===== config.mk =====
export PLATFORM = sky130hd
export DESIGN_NAME = trap_unit
export DESIGN_NICKNAME = d
export VERILOG_FILES = /design/src/rtl/trap_pkg.sv /design/src/rtl/trap_arbiter.sv /design/src/rtl/cp0_bank.sv /design/src/rtl/priv_state.sv /design/src/rtl/trap_unit.sv
export SDC_FILE = /design/constraint.sdc
export NUM_CORES = 1
export LEC_CHECK = 0
export ABC_CLOCK_PERIOD_IN_PS = 4300
export BUFFER_PORTS_ARGS = -buffer_cell sky130_fd_sc_hd__buf_2
export CORE_MARGIN = 2
export CORE_UTILIZATION = 30
export CTS_BUF_LIST = sky130_fd_sc_hd__clkbuf_8
export CTS_CLUSTER_SIZE = 10
export DETAILED_ROUTE_END_ITERATION = 10
export PLACE_DENSITY_LB_ADDON = 0.1
export SLEW_MARGIN = 20
export SYNTH_ARGS = -nofsm -noshare
export SYNTH_HDL_FRONTEND = slang
export SYNTH_SLANG_ARGS = --single-unit

===== constraint.sdc =====
create_clock -name clk -period 4.3 [get_ports clk]
set_input_delay 0.43 -clock clk [delete_from_list [all_inputs] [get_ports clk]]
set_output_delay 0.43 -clock clk [all_outputs]
set_load 0.03 [all_outputs]

===== src/rtl/trap_pkg.sv =====
// trap_pkg: shared constants for the exception unit.
// Assumes a 32-bit machine and five exception sources, listed in
// ascending cause-code order so that a lower index means higher priority.
package trap_pkg;
    localparam int XLEN   = 32;
    localparam int CODE_W = 5;
    localparam int SEL_W  = 5;
    localparam int N_SRC  = 5;

    // Source indices, sorted by rising cause code
    localparam int IDX_IRQ  = 0;
    localparam int IDX_ADDR = 1;
    localparam int IDX_SYS  = 2;
    localparam int IDX_ILL  = 3;
    localparam int IDX_OVF  = 4;

    // Cause codes
    localparam logic [CODE_W-1:0] CODE_IRQ  = 5'd0;
    localparam logic [CODE_W-1:0] CODE_ADDR = 5'd4;
    localparam logic [CODE_W-1:0] CODE_SYS  = 5'd8;
    localparam logic [CODE_W-1:0] CODE_ILL  = 5'd10;
    localparam logic [CODE_W-1:0] CODE_OVF  = 5'd12;

    // Coprocessor register numbers
    localparam logic [SEL_W-1:0] REG_BADADDR = 5'd8;
    localparam logic [SEL_W-1:0] REG_MASK    = 5'd12;
    localparam logic [SEL_W-1:0] REG_CAUSE   = 5'd13;
    localparam logic [SEL_W-1:0] REG_EPC     = 5'd14;

    // Cause code for each source index
    function automatic logic [CODE_W-1:0] src_code(input int idx);
        case (idx)
            IDX_IRQ:  return CODE_IRQ;
            IDX_ADDR: return CODE_ADDR;
            IDX_SYS:  return CODE_SYS;
            IDX_ILL:  return CODE_ILL;
            default:  return CODE_OVF;
        endcase
    endfunction

    // Whether a source can be held off by the mask register
    function automatic logic src_maskable(input int idx);
        return (idx == IDX_IRQ) || (idx == IDX_ADDR) || (idx == IDX_OVF);
    endfunction
endpackage


===== src/rtl/trap_arbiter.sv =====
// trap_arbiter: gates each request with its mask bit and picks the enabled
// request with the lowest cause code. Purely combinational; clk/rst_n
// are only used by the embedded assertions.
// Assumes req[] is ordered by rising cause code (see trap_pkg).
module trap_arbiter
    import trap_pkg::*;
#(
    parameter int NSRC  = N_SRC,
    parameter int WIDTH = XLEN
) (
    input  logic              clk,
    input  logic              rst_n,
    input  logic [NSRC-1:0]   req,
    input  logic [WIDTH-1:0]  mask,
    output logic              take,
    output logic [CODE_W-1:0] code
);
    logic [NSRC-1:0] enabled;
    logic [NSRC-1:0] grant;

    // Per-source enable: unmaskable sources pass, the others need their mask bit
    for (genvar g = 0; g < NSRC; g++) begin : g_gate
        assign enabled[g] = req[g] & (~src_maskable(g) | mask[src_code(g)]);
    end

    // Priority pick: scan from the highest index down so the lowest index stays
    always_comb begin
        grant = '0;
        for (int i = NSRC - 1; i >= 0; i--) begin
            if (enabled[i]) begin
                grant    = '0;
                grant[i] = 1'b1;
            end
        end
    end

    // Encode the granted source into its cause code
    always_comb begin
        code = '0;
        for (int i = 0; i < NSRC; i++) begin
            if (grant[i]) code = code | src_code(i);
        end
    end

    assign take = |enabled;

    AST_SYS_UNMASKED: assert property (@(posedge clk) disable iff (!rst_n)
        req[IDX_SYS] |-> take);
    AST_LOWEST_WINS: assert property (@(posedge clk) disable iff (!rst_n)
        req[IDX_SYS] |-> (code <= CODE_SYS));
    AST_GRANT_SINGLE: assert property (@(posedge clk) disable iff (!rst_n)
        $onehot0(grant));
endmodule


===== src/rtl/cp0_bank.sv =====
// cp0_bank: the four privileged coprocessor registers and their read mux.
// Assumes wr_en is already qualified with privilege and with "no exception
// taken" by the caller; a taken exception updates the saved PC, cause and
// (for address faults) the fault address.
module cp0_bank
    import trap_pkg::*;
#(
    parameter int WIDTH = XLEN
) (
    input  logic              clk,
    input  logic              rst_n,
    input  logic              trap_take,
    input  logic [CODE_W-1:0] trap_code,
    input  logic [WIDTH-1:0]  cur_pc,
    input  logic [WIDTH-1:0]  fault_addr,
    input  logic              wr_en,
    input  logic [SEL_W-1:0]  sel,
    input  logic [WIDTH-1:0]  wdata,
    output logic [WIDTH-1:0]  mask,
    output logic [WIDTH-1:0]  epc,
    output logic [WIDTH-1:0]  rdata
);
    logic [WIDTH-1:0]  epc_q;
    logic [WIDTH-1:0]  bad_q;
    logic [WIDTH-1:0]  mask_q;
    logic [CODE_W-1:0] cause_q;

    // Saved return PC: captured on trap, otherwise software-writable
    always_ff @(posedge clk) begin
        if (!rst_n)                           epc_q <= '0;
        else if (trap_take)                   epc_q <= cur_pc;
        else if (wr_en && sel == REG_EPC)     epc_q <= wdata;
    end

    // Cause code: written on trap, low bits writable by software
    always_ff @(posedge clk) begin
        if (!rst_n)                           cause_q <= '0;
        else if (trap_take)                   cause_q <= trap_code;
        else if (wr_en && sel == REG_CAUSE)   cause_q <= wdata[CODE_W-1:0];
    end

    // Fault address: only an address fault records it
    always_ff @(posedge clk) begin
        if (!rst_n)                                   bad_q <= '0;
        else if (trap_take && trap_code == CODE_ADDR) bad_q <= fault_addr;
        else if (wr_en && sel == REG_BADADDR)         bad_q <= wdata;
    end

    // Enable mask: software-owned, cleared at reset
    always_ff @(posedge clk) begin
        if (!rst_n)                           mask_q <= '0;
        else if (wr_en && sel == REG_MASK)    mask_q <= wdata;
    end

    // Read mux: unknown register numbers read zero
    always_comb begin
        case (sel)
            REG_EPC:     rdata = epc_q;
            REG_CAUSE:   rdata = WIDTH'(cause_q);
            REG_BADADDR: rdata = bad_q;
            REG_MASK:    rdata = mask_q;
            default:     rdata = '0;
        endcase
    end

    assign mask = mask_q;
    assign epc  = epc_q;

    AST_EPC_CAPTURE: assert property (@(posedge clk) disable iff (!rst_n)
        trap_take |=> (epc_q == $past(cur_pc)));
    AST_BAD_HOLD: assert property (@(posedge clk) disable iff (!rst_n)
        (trap_take && trap_code != CODE_ADDR) |=> $stable(bad_q));
endmodule


===== src/rtl/priv_state.sv =====
// priv_state: the one-bit privilege mode. Reset and exception entry set
// privileged mode; a qualified return clears it.
// Assumes enter and leave are never asserted together (the caller masks
// leave with the trap).
module priv_state (
    input  logic clk,
    input  logic rst_n,
    input  logic enter,
    input  logic leave,
    output logic priv
);
    logic priv_q;

    // Mode register: privileged after reset and on every trap
    always_ff @(posedge clk) begin
        if (!rst_n)      priv_q <= 1'b1;
        else if (enter)  priv_q <= 1'b1;
        else if (leave)  priv_q <= 1'b0;
    end

    assign priv = priv_q;

    AST_TRAP_TO_PRIV: assert property (@(posedge clk) disable iff (!rst_n)
        enter |=> priv_q);
endmodule


===== src/rtl/trap_unit.sv =====
// trap_unit: top of the exception and privileged-mode control unit.
// Turns request lines and privileged-instruction strobes into a fetch
// redirect, a write kill and coprocessor register updates.
// Assumes at most one of op_cp_read/op_cp_write/op_return per cycle and
// that all inputs describe the instruction at cur_pc.
module trap_unit
    import trap_pkg::*;
#(
    parameter int                WIDTH   = XLEN,
    parameter logic [WIDTH-1:0]  HANDLER = WIDTH'(32'h0000_0080)
) (
    input  logic              clk,
    input  logic              rst_n,
    input  logic [WIDTH-1:0]  cur_pc,
    input  logic              req_irq,
    input  logic              req_addr_fault,
    input  logic [WIDTH-1:0]  fault_addr,
    input  logic              req_syscall,
    input  logic              req_illegal,
    input  logic              req_overflow,
    input  logic              op_cp_read,
    input  logic              op_cp_write,
    input  logic              op_return,
    input  logic [SEL_W-1:0]  cp_sel,
    input  logic [WIDTH-1:0]  gpr_wdata,
    output logic              redirect,
    output logic [WIDTH-1:0]  redirect_pc,
    output logic              kill,
    output logic [WIDTH-1:0]  cp_rdata,
    output logic              priv_mode
);
    logic              priv;
    logic              priv_op;
    logic              violation;
    logic [N_SRC-1:0]  req_vec;
    logic              take;
    logic [CODE_W-1:0] code;
    logic              ret_ok;
    logic              wr_ok;
    logic [WIDTH-1:0]  mask;
    logic [WIDTH-1:0]  epc;
    logic [WIDTH-1:0]  raw_rdata;

    // Privilege check: any privileged strobe in user mode becomes illegal
    always_comb begin
        priv_op   = op_cp_read | op_cp_write | op_return;
        violation = priv_op & ~priv;
    end

    // Request vector in priority (cause-code) order
    always_comb begin
        req_vec           = '0;
        req_vec[IDX_IRQ]  = req_irq;
        req_vec[IDX_ADDR] = req_addr_fault;
        req_vec[IDX_SYS]  = req_syscall;
        req_vec[IDX_ILL]  = req_illegal | violation;
        req_vec[IDX_OVF]  = req_overflow;
    end

    trap_arbiter #(.NSRC(N_SRC), .WIDTH(WIDTH)) u_arb (
        .clk   (clk),
        .rst_n (rst_n),
        .req   (req_vec),
        .mask  (mask),
        .take  (take),
        .code  (code)
    );

    // Privileged operations proceed only when no exception is taken
    always_comb begin
        ret_ok = op_return & priv & ~take;
        wr_ok  = op_cp_write & priv & ~take;
    end

    cp0_bank #(.WIDTH(WIDTH)) u_bank (
        .clk        (clk),
        .rst_n      (rst_n),
        .trap_take  (take),
        .trap_code  (code),
        .cur_pc     (cur_pc),
        .fault_addr (fault_addr),
        .wr_en      (wr_ok),
        .sel        (cp_sel),
        .wdata      (gpr_wdata),
        .mask       (mask),
        .epc        (epc),
        .rdata      (raw_rdata)
    );

    priv_state u_mode (
        .clk   (clk),
        .rst_n (rst_n),
        .enter (take),
        .leave (ret_ok),
        .priv  (priv)
    );

    // Fetch redirect: the handler on a trap, the saved PC on a return
    always_comb begin
        redirect    = take | ret_ok;
        redirect_pc = take ? HANDLER : epc;
        kill        = take;
    end

    // Register read port, hidden from user mode
    always_comb begin
        cp_rdata  = priv ? raw_rdata : '0;
        priv_mode = priv;
    end

    AST_USER_OP_TRAPS: assert property (@(posedge clk) disable iff (!rst_n)
        (!priv_mode && priv_op) |-> (redirect && kill && redirect_pc == HANDLER));
    AST_USER_MASK_HELD: assert property (@(posedge clk) disable iff (!rst_n)
        (!priv_mode && op_cp_write) |=> $stable(mask));
    AST_RETURN_TO_USER: assert property (@(posedge clk) disable iff (!rst_n)
        (priv_mode && op_return && !kill) |=> !priv_mode);
    AST_TRAP_BLOCKS_RETURN: assert property (@(posedge clk) disable iff (!rst_n)
        (op_return && kill) |=> priv_mode);
endmodule


==> metrics.txt <==
CTS sink cnt=between 100 and 150; final worst setup slack=1.395 ns; DRC errors left=0; Fillers=1805; RSZ-0062 raised after global routing=no; worst reg-to-reg path cell count=5; CP top delay family=compound AO/OA/AOI/OAI gates; crit path buf inv count=1; cell taking the most area after synthesis=dfxtp_1; Worst-Margin Slew=0.9542 ns; largest fanout on the critical path=100; core region area=about 17000 sq um; WL final=18.71 mm; Synth Warn #=0; max incr delay on CP=0.84 ns; crit-path cells=a221oi_1, o211a_4, and2_1, buf_2; Synth Flop Type=dfxtp_1; overflow left after global routing=0; CTS Hold Bufs=0; Commonest cells post-synth=dfxtp_1 (102), a21oi_1 (75), nand3_1 (47), o21ai_0 (45), clkbuf_1 (37); die area=18380 sq um; gr usage total=roughly a fifth; Starting Density=a little over 30%; CP required=3.87 ns; critical path capture point type=output port; GPL Wtd Cong=0.7807; max-cap violation count=0; top-area cell type share of the netlist area=39.31%; vias in the first global route=5279; Mean Syn Cell Area=between 8 and 9 sq um; final slew viol count=0; Crit Reg-Reg Startpoint=u_bank.mask[4]; critical path class=flop to output port; Fin Setup TNS=0 ns; # IOs=178; Multi-input gate area=2883 sq um; antenna cells=0; RR Endpoint=u_bank.bad_q[16]; antenna violations before repair=0; final hold viol count=0; slew margin rel.=36.38%; Setup crit start kind=flop; Mapped Cells=606; Layout area overhead=22.23%; Mapped Area=just over 5000 sq um; global-route wire length before repair=28.78 mm; fin crit share=67.56%; Final setup viols=0; DRT iter0 DRCs=520; DR vias/cell=5.549; post-route antenna net violation count=0; Clock Skew=0.009578 ns; total area of sequential cells=2042 sq um; Die X=135.6 microns; post-CTS sizing=0; status=finished, final reports clean; sequential area share after synthesis=39.31%; critical path arrival=2.48 ns; Post-CTS Setup Repair Bufs=0; Wirelength per Cell=19.35 microns; async set-reset flop share out of synthesis=0%; Post-synth EDFFs=0; port bufs=177; share of layout cells above drive strength 1=30.86%; cts bufs inserted=9; Hold/Removal Path Class=input port to flop; power density over cell area=291.8 nW/um^2; clk slew on worst S/H paths=about 0.1 ns; TritonCTS clock tree=built; flop-to-flop setup slack=~1.8 ns; top-count cell post-synth=dfxtp_1; Min-Delay Startpoint=fault_addr[2]; die height=roughly 140 microns; clk root buf=clkbuf_8; drt first pass iters=7; Slowest cell on crit path=o211a_4; Leakage Power=between 2 and 2.5 nW; maximum clock rate=~340 MHz; clk_lat worst skew=0.39 ns; WHS Endpoint=u_bank.bad_q[2]; largest net degree at the start of global routing=~100; DPL Wire Length=~11 mm; synthesized flop and latch total=102; count of cell types in the netlist=49; Vias=approximately 5400; final layout net count=848; worst vdd ir=0.0001518 V; Area contributors post-synth=dfxtp_1 (39%), a21oi_1 (7.2%), mux2i_1 (6.4%); Post-Place Worst Slack=1.524 ns; hold depth=3; H-Tree Depth=3; CTS max path bufs=2; Cell Rows=48; Post-Syn Nets=~700; Final min period=approximately 2.9 ns
[placed cells by master (no fill, tap or decap), types with 24 or more instances in the layout]
master    netlist  final
a21oi_1        75     74
a222oi_1       27     27
and2_1         31     31
buf_2          14    176
dfxtp_1       102    102
mux2i_1        33     33
nand2_1        24     24
nand3_1        47     46
nor2_1         28     28
o21ai_0        45     45
[registers in the layout (all words and copies together) (netlist names)]
register and flops:
u_bank.bad_q 32, u_bank.cause_q 5, u_bank.epc 32, u_bank.mask 32, u_mode.priv 1
[final cells by class]
| class | instances | area share, % |
|---|---|---|
| Multi-Input combinational cell | 437 | 45.40 |
| Sequential cell | 102 | 32.16 |
| Timing Repair Buffer | 185 | 14.94 |
| Tap cell | 225 | 4.433 |
| Clock buffer | 9 | 1.951 |
| Clock inverter | 7 | 1.005 |
| Inverter | 2 | 0.1182 |
[tightest hold or removal path: cells and delay by family]
kind	cells	cell delay, ns
AND/OR/NAND/NOR	1	0.05
AO/OA/AOI/OAI	1	0.08
buffers and inverters	1	0.08
[metrics by stage]
step           instance area [sq um]  hold WS (ns)  cells  total power, mW  utilization, %
6_report                        6350        0.2798    967            1.853           37.10
5_1_grt                         6350        0.2901    967            1.932           37.10
4_1_cts                         6350        0.2648    967            1.876           37.10
3_5_place_dp                    6162        0.4690    951            1.255           36.00
3_3_place_gp                    6156        0.4622    951            1.252           35.96
2_1_floorplan                   5195        0.4534    606            1.142               -
[kinds of logic after synthesis]
| kind of cell | synth area share, % |
|---|---|
| buffers and inverters | 5.877 |
| muxes | 6.358 |
| and+or+nand+nor | 17.77 |
| AOI/OAI and AO/OA | 30.68 |
| DFF | 39.31 |
[per-layer routing]
metal	wire, microns	GRT usage, %	vias to the layer above
met3	1175	3.704	23
met4	295	6.250	0
met2	9061	34.99	221
met5	0	0	-
met1	8180	25.20	2566
li1	-	-	2556
[worst max path at each step]
stage	end	start	cells after the start	slack, ns
6_report	redirect_pc[14]	u_bank.mask[4]	4	1.39
5_1_grt	redirect_pc[14]	u_bank.mask[0]	4	1.27
4_1_cts	redirect_pc[14]	u_bank.mask[4]	4	1.39
3_5_place_dp	u_bank.bad_q[22]	cp_sel[1]	6	1.52
3_3_place_gp	u_bank.bad_q[9]	cp_sel[1]	6	1.53
2_1_floorplan	cp_rdata[2]	cp_sel[0]	7	1.82
[power by group]
group          internal, mW  total, mW  switching [mW]  leakage, nW
logic                0.0876      0.242           0.154         1.44
clock network         0.267      0.621           0.355        0.103
registers             0.970      0.990          0.0198        0.831
(Power assumes the default switching activity.)
